`src/rtl/flash_part_guard.sv`:
```
module flash_part_guard #(
  parameter int ADDR_W = 16,
  parameter int LIM_W = 8,
  parameter int DATA_W = 8,
  parameter int RD_LAT = 1,
  parameter logic [7:0] LIMIT_SFR = 8'hB7
) (
  input  logic              clk,
  input  logic              rst_n,
  input  logic              sfr_wr,
  input  logic [7:0]        sfr_addr,
  input  logic [LIM_W-1:0]  sfr_wdata,
  output logic [LIM_W-1:0]  sfr_rdata,
  input  logic              req_valid,
  input  logic [1:0]        req_op,
  input  logic [ADDR_W-1:0] req_pc,
  input  logic [ADDR_W-1:0] req_addr,
  input  logic [DATA_W-1:0] req_wdata,
  output logic              fl_req,
  output logic [1:0]        fl_op,
  output logic [ADDR_W-1:0] fl_addr,
  output logic [DATA_W-1:0] fl_wdata,
  input  logic [DATA_W-1:0] fl_rdata,
  output logic [DATA_W-1:0] rsp_rdata,
  output logic              viol
);
  localparam int LOW_W = ADDR_W - LIM_W;

  logic [LIM_W-1:0]  limit_q;
  logic              written_q;
  logic [RD_LAT-1:0] blank_q;
  logic              viol_q;

  wire [ADDR_W-1:0] bound   = {limit_q, {LOW_W{1'b0}}};
  wire              is_rd   = (req_op == 2'd0);
  wire              blocked = req_valid && (req_pc >= bound) && (req_addr < bound);
  wire              lim_we  = sfr_wr && (sfr_addr == LIMIT_SFR) && !written_q;

  assign sfr_rdata = (sfr_addr == LIMIT_SFR) ? limit_q : '0;
  assign fl_req    = req_valid && !(blocked && !is_rd);
  assign fl_op     = req_op;
  assign fl_addr   = req_addr;
  assign fl_wdata  = req_wdata;
  assign rsp_rdata = blank_q[RD_LAT-1] ? '0 : fl_rdata;
  assign viol      = viol_q;

  always_ff @(posedge clk or negedge rst_n) begin
    if (!rst_n) begin
      limit_q   <= '0;
      written_q <= 1'b0;
    end else if (lim_we) begin
      limit_q   <= sfr_wdata;
      written_q <= 1'b1;
    end
  end

  always_ff @(posedge clk or negedge rst_n) begin
    if (!rst_n) begin
      blank_q <= '0;
      viol_q  <= 1'b0;
    end else begin
      blank_q[0] <= blocked && is_rd;
      for (int i = 1; i < RD_LAT; i++) blank_q[i] <= blank_q[i-1];
      viol_q <= blocked && !is_rd;
    end
  end

  assert_reset_limit_R2: assert property (@(posedge clk) disable iff (!rst_n)
    !written_q |-> limit_q == '0);
  assert_write_once_R3: assert property (@(posedge clk) disable iff (!rst_n)
    written_q |=> $stable(limit_q));
  assert_drop_modify_R7: assert property (@(posedge clk) disable iff (!rst_n)
    (req_valid && !is_rd && req_pc >= bound && req_addr < bound) |-> !fl_req);
  assert_strobe_cause_R8: assert property (@(posedge clk) disable iff (!rst_n)
    viol |-> $past(req_valid && req_op != 2'd0 && !fl_req));
  assert_zero_read_R5: assert property (@(posedge clk) disable iff (!rst_n)
    blank_q[RD_LAT-1] |-> rsp_rdata == '0);
  assert_pass_read_R6: assert property (@(posedge clk) disable iff (!rst_n)
    !blank_q[RD_LAT-1] |-> rsp_rdata == fl_rdata);
  assert_forward_R9: assert property (@(posedge clk) disable iff (!rst_n)
    fl_req |-> (req_valid && fl_addr == req_addr && fl_op == req_op));
endmodule

```
`config.mk`:
```
export PLATFORM = sky130hd
export DESIGN_NAME = flash_part_guard
export DESIGN_NICKNAME = d
export VERILOG_FILES = /design/src/rtl/flash_part_guard.sv
export SDC_FILE = /design/constraint.sdc
export NUM_CORES = 1
export LEC_CHECK = 0
export ABC_AREA = 1
export BUFFER_PORTS_ARGS = -buffer_cell sky130_fd_sc_hd__buf_2
export CORE_MARGIN = 4
export CORE_UTILIZATION = 33
export DETAILED_ROUTE_END_ITERATION = 8
export MAX_ROUTING_LAYER = met4
export PLACE_DENSITY_LB_ADDON = 0.3
export REMOVE_ABC_BUFFERS = 1
export SKIP_CTS_REPAIR_TIMING = 1
export SYNTH_ARGS = -nofsm -noshare
export SYNTH_HDL_FRONTEND = slang
export SYNTH_SLANG_ARGS = --single-unit
```
`constraint.sdc`:
```
create_clock -name clk -period 1.3 [get_ports clk]
set_input_delay 0.13 -clock clk [delete_from_list [all_inputs] [get_ports clk]]
set_output_delay 0.13 -clock clk [all_outputs]
set_load 0.02 [all_outputs]
```
# Yosys cells after proc, flatten, opt, wreduce, memory -nomap -nowiden
# Cells that the tools add are included.
# word_totals
wordCells	20
register_bits	11
# classes
order_cmp	2
n_eq_ne	1
reduce_logical	11
mux	2
# ops
cell	count
greater-or-equal comparator 16 bit	1
< comparator 16 bit	1
two-way mux 8 bit	2
equality test 8 bit, second input constant	1
logical AND 1 bit	7
zero test 1 bit	3
zero test 2 bit	1

# Depth between registers and ports, before layout
# Gate-level depths: netlist (run 1).
# logic_depth
ltp_word	6
ltp_mapped	11

# Least setup slack after synthesis (run 1)
# Ideal clock, no wire load.
# synth_timing
path_type	reg-to-output
start	reg limit_q[7]
end	out fl_req
path_slack_ns	-0.122
t_arrival_ns	1.292
required_ns	1.170
path_stages_with_launch	9
n_path_buf	0
cell_sequence	dfrtp_1 inv_1 ha_1 a21oi_1 o21a_1 nand3_1 nand3_1 nand2_1 inv_1
# synth_between
elab_chain_len	6
elab_cells_between_ends	7
cone_classes	order compare: 2; reduce/logical: 5
# synth_rtl
item	line	rtl
start: declaration	29	logic [LIM_W-1:0] limit_q;
start signal: assignment	52	limit_q <= sfr_wdata;
greater-or-equal comparator 16 bit	36	wire blocked = req_valid && (req_pc >= bound) && (req_addr < bound);
logical AND 1 bit	36	
logical AND 1 bit *	36	
logical AND 1 bit *	40	assign fl_req = req_valid && !(blocked && !is_rd);
zero test 1 bit *	40	
logical AND 1 bit *	40	
end: declaration	19	output logic fl_req,
# Every way passes the cells marked *; elsewhere a longest branch is shown, timed or not.

# Worst setup path in the final report (run 1)
# layout_timing
start	reg limit_q[3]
end	out fl_req
# The elaborated chain is that of the path after synthesis.

==> results_dict.tcl, run 1 <==
set metrics [dict create \
    grt_max_degree 12 \
    place_inst 280 \
    clk_pin_slew_ns 0.06 \
    required_ns 1.17 \
    maxCapViolations 0 \
    syn-instance-count 172 \
    cts_made_buffers 3 \
    antennaDiodeCount 0 \
    netlist_top_cells_count "38 x nand2_1, 29 x inv_1, 26 x buf_4, 25 x nor2_1, 15 x ha_1" \
    synth_seq_cells 11 \
    fmaxAchievable_mhz 543.9 \
    vias_per_cell 4.268 \
    n_fill_cell 362 \
    synth_top_cell_by_area "dfrtp_1" \
    critPathMaxStageDelay_ns 0.35 \
    cp_num_buf_inv 4 \
    synth_area_leaders "dfrtp_1 23%, buf_4 17%, ha_1 16%, nand2_1 12%, inv_1 9.2%" \
    yosysMostFrequentCell "nand2_1" \
    synth.top_cell.area_share_pct 23.33 \
    grt_pass1_wl_mm 4.816 \
    gr-usage-all-layers_pct 14.33 \
    arrival_ns 1.71 \
    synth_edf_count 0 \
    cp_slowest_cell "dfrtp_1" \
    cts_sinks 11 \
    clock_latency_ns 0.26 \
    antenna_left 0 \
    synthArstFlopShare_pct 100.0 \
    p_leak_uw 0.0009562 \
    ys_types 17 \
    final_area_um2 1649 \
    start_kind "flip-flop" \
    synth_area_um2 1180 \
    gp_congestion 0.7752 \
    cp_max_fo 3 \
    setup_viol_count_final 3 \
    fp.dieH_um 67.80 \
    die-area_um2 4596 \
    placed_area_um2 1508 \
    worstMarginPinSlew_ns 0.2623 \
    routed_wl_mm 3.375 \
    slew_viol_final 0 \
    root_buffer "clkbuf_4" \
    yosys_warnings 0 \
    multiInputGateArea_um2 673.1 \
    worst_ir_drop_vdd_uv 356.1 \
    drc 0 \
    crit_family "simple AND/OR/NAND/NOR gates" \
    initial_utilization_pct 34.81 \
    finalPower_uw 850.0 \
    finClkSkew_ns 0.004541 \
    io_pins 114 \
    htreeDepth 1 \
    p_per_area_nw_per_um2 515.4 \
    rsz0062_at_grt "true" \
    ys.flop_type "dfrtp_1" \
    vias 1225 \
    synthToLayoutAreaGrowth_pct 39.77 \
    worstHoldPathType "in -> reg" \
    grt_pass1_vias 1100 \
    core_area_um2 3390 \
    hold_violations 0 \
    fp.dieW_um 67.80 \
    seq_area_um2 275.3 \
    first_pass_iters 4 \
    cp_cell_sequence "inv_2, ha_4, nand2_2, inv_2, nand2_1, nor2_1, nand3_1, nand3_2, nand3_2, nand2_1, inv_1, buf_6" \
    hpwlAfterDp_mm 2.803 \
    status "finished, violations left" \
    nets 327 \
    drt-initial-drc-count 29 \
    crit_type "reg -> out" \
    end_kind "output port" \
    wl_per_cell_um 11.76 \
    drive_gt1_share_pct 47.30 \
    rows 21 \
    clockBufferDepth 2 \
    layout_worst_path_cycle_share_pct 141.4 \
    worst_slack_ns -0.5386 \
    port_buffers 81 \
    cts_tree "done" \
    slew-limit-headroom_pct 82.40 \
    synth.avg_cell_area_um2 6.860 \
    violations "setup timing" \
    final_cells 287 \
    antenna_found_initial 0 \
    layout_min_cycle_time_ns 1.839 \
    grt_remaining_overflow 0 \
    yosysSeqAreaShare_pct 23.33 \
]
sequential cells by signal (all words and copies together) (netlist names):
register   count
viol           1
written_q      1
limit_q        8
blank_q        1
metrics by stage:
step	hold WS (ns)	setup slack, ns	TNS, ns	util (%)
after floorplan	-0.1656	-0.1216	-0.1216	-
after global placement	0.01085	-0.3748	-0.7323	44.48
after detailed placement	0.01059	-0.3855	-0.7684	44.48
after CTS	-0.2762	-0.6768	-1.078	45.26
after global routing	0.1202	-0.6955	-1.165	48.65
final	0.1232	-0.5386	-0.7509	48.65
where the power goes:
| part | internal, µW | switching (µW) |
|---|---|---|
| sequential | 344 | 1.41 |
| combinational | 133 | 153 |
| clock | 118 | 100 |
routing by layer:
layer / vias up / GRT usage [%] / share of wire, %
met2: 57 / 21.14 / 47
met4: 0 / 3.722 / 0.41
met1: 512 / 17.32 / 42
met3: 2 / 7.155 / 11
li1: 654 / - / -
met5: - / - / 0
cell type report:
type,count,share of cell area (%)
tap,46,3.490
timing repair buffer,93,30.58
inverter,30,6.829
clock buffer,4,1.593
multi-input combinational,103,40.82
sequential,11,16.69
tightest hold or removal path, cell delays in order:
cell	delay, ns
buf_2	0.09
nand4_1	0.07
nand2_1	0.05
path summary, 6_finish.rpt:
check,startpoint,to,slack [ns],depth (start not counted)
worst min-delay path,sfr_wdata[0],limit_q[0],0.12,3
min in group asynchronous,rst_n,blank_q,0.27,2
max in group asynchronous,rst_n,limit_q[2],0.83,2
worst max register to register,limit_q[3],viol,-0.14,11
worst min register to register,limit_q[3],limit_q[3],0.51,2
worst max-delay path,limit_q[3],fl_req,-0.54,12
cell families after synthesis:
group                    after synthesis  synth area share [%]
AO/OA/AOI/OAI                          7                 3.394
adder cells (fa/ha/maj)               15                 15.91
buffers and inverters                 58                 26.72
flip-flops                            11                 23.33
AND/OR/NAND/NOR                       81                 30.65
layout by cell type (no fill, tap or decap), drive strengths merged, types with 4 or more instances in the layout:
cell / count
a21oi: 5
buf: 92
clkbuf: 4
dfrtp: 11
ha: 15
inv: 29
nand2: 38
nand3: 5
nand4: 11
nor2: 25
Power figures use the tool's default switching activity.
==> inputs of run 2 (changes only) <==
==> constraint.sdc (replaced) <==
create_clock -name clk -period 1.3 [get_ports clk]
set_input_delay 0.195 -clock clk [delete_from_list [all_inputs] [get_ports clk]]
set_output_delay 0.195 -clock clk [all_outputs]
set_load 0.02 [all_outputs]
==> results_dict.tcl, run 2 (synthesized netlist as in run 1, its figures left out) <==
set metrics [dict create \
    p_seq_share_pct 40.3 \
    drc 0 \
    nets 329 \
    wl_per_cell_um 11.34 \
    grt_pass1_vias 1069 \
    maxCapViolations 0 \
    worstHoldPathType "in -> reg" \
    critPathMaxStageDelay_ns 0.37 \
    power_switching_uw 258.3 \
    finalPower_uw 857.3 \
    hpwlAfterDp_mm 2.765 \
    crit_type "reg -> out" \
    grt_remaining_overflow 0 \
    p_int_uw 599.0 \
    vias 1226 \
    io_pins 114 \
    largest_reg_flops 8 \
    p_per_area_nw_per_um2 509.8 \
    die-area_um2 4596 \
    worst_slack_ns -0.6247 \
    final_cell_mix "71 x buf_2, 35 x nand2_1, 22 x nor2_1, 20 x inv_1, 20 x buf_4" \
    clk_pin_slew_ns 0.07 \
    fp.dieH_um 67.80 \
    place_ws_ns -0.4708 \
    cts_made_buffers 3 \
    fp.dieW_um 67.80 \
    cp_max_fo 3 \
    end_kind "output port" \
    first_pass_iters 4 \
    final.setup.tns_ns -1.086 \
    layout_min_cycle_time_ns 1.925 \
    grt_max_degree 12 \
    routed_wl_mm 3.278 \
    layout_worst_path_cycle_share_pct 148.1 \
    clkPwrFrac_pct 26.0 \
    slew_viol_final 0 \
    clock_latency_ns 0.26 \
    drt-initial-drc-count 30 \
    rsz0062_at_grt "true" \
    htreeDepth 1 \
    final_common_cell "buf_2" \
    fmaxAchievable_mhz 519.6 \
    clockBufferDepth 2 \
    violations "setup timing" \
    rows 21 \
    worstMarginPinSlew_ns 0.2551 \
    hold_violations 0 \
    gp_congestion 0.7746 \
    antenna_left 0 \
    p_leak_uw 0.0009608 \
    combinationalPowerShare_pct 33.8 \
    worst_ir_drop_vdd_uv 355.3 \
    cp_cell_sequence "inv_2, ha_1, nand2_1, nor2_2, nand3_1, nand3_2, nand3_2, nand2_2, inv_2, buf_6" \
    finClkSkew_ns 0.004349 \
    initial_utilization_pct 34.81 \
    slew-limit-headroom_pct 82.89 \
    vias_per_cell 4.242 \
    antennaDiodeCount 0 \
    synthToLayoutAreaGrowth_pct 42.52 \
    gr-usage-all-layers_pct 14.18 \
    port_buffers 81 \
    largest-register "limit_q" \
    setup_viol_count_final 4 \
    start_kind "flip-flop" \
    required_ns 1.11 \
    status "finished, violations left" \
    core_area_um2 3390 \
    grt_pass1_wl_mm 4.781 \
    drive_gt1_share_pct 50.21 \
    root_buffer "clkbuf_4" \
    cts_sinks 11 \
    final_area_um2 1682 \
    arrival_ns 1.73 \
    antenna_found_initial 0 \
    placed_area_um2 1508 \
    switching_share_pct 30.13 \
    cts_tree "done" \
    cp_slowest_cell "dfrtp_1" \
]
==> run 2: through the flow <==
step,util [%],std cells,hold WS [ns]
final,49.61,289,0.1884
after global routing,49.61,289,0.1864
after CTS,45.26,284,-0.2048
after detailed placement,44.48,280,0.08139
after global placement,44.48,280,0.07589
after floorplan,-,144,-0.1006
==> run 2: final timing paths <==
kind | start | endpoint | slack [ns] | depth (start not counted)
max in group asynchronous | rst_n | blank_q | 0.76 | 2
worst max register to register | limit_q[7] | viol | -0.29 | 10
worst max-delay path | limit_q[7] | fl_req | -0.62 | 10
worst min register to register | limit_q[3] | limit_q[3] | 0.50 | 2
min in group asynchronous | rst_n | limit_q[7] | 0.33 | 2
worst min-delay path | sfr_wdata[4] | limit_q[4] | 0.19 | 3
==> run 2: routing by layer <==
metal,vias to the layer above,share of wire [%],global-route usage [%]
met5,-,0,-
met4,0,0.43,3.722
met3,2,11,7.155
met2,59,46,20.41
met1,508,42,17.50
li1,657,-,-
==> run 2: layout make-up <==
| class | count | area [µm²] |
|---|---|---|
| flip-flops and latches | 11 | 276.5 |
| multi-input cells | 103 | 659.4 |
| inverters | 30 | 112.6 |
| well taps | 46 | 57.56 |
| fillers | 349 | 1708 |
| repair buffers | 95 | 549.3 |
| clock buffers | 4 | 26.28 |
==> run 2: power by group through the flow <==
stage                     Sequential (µW)  Combinational (µW)  Clock [µW]
after floorplan                       353                97.9           0
after CTS                             345                 265         232
after global routing                  345                 328         261
after detailed placement              352                 264           0
final                                 345                 289         222
after global placement                352                 261           0
==> run 2: critical path: cells and delay by family (launching register included) <==
| kind | cells | cell delay (ns) |
|---|---|---|
| and+or+nand+nor | 6 | 0.58 |
| buffers and inverters | 3 | 0.21 |
| DFF | 1 | 0.37 |
| adders and majority gates | 1 | 0.30 |
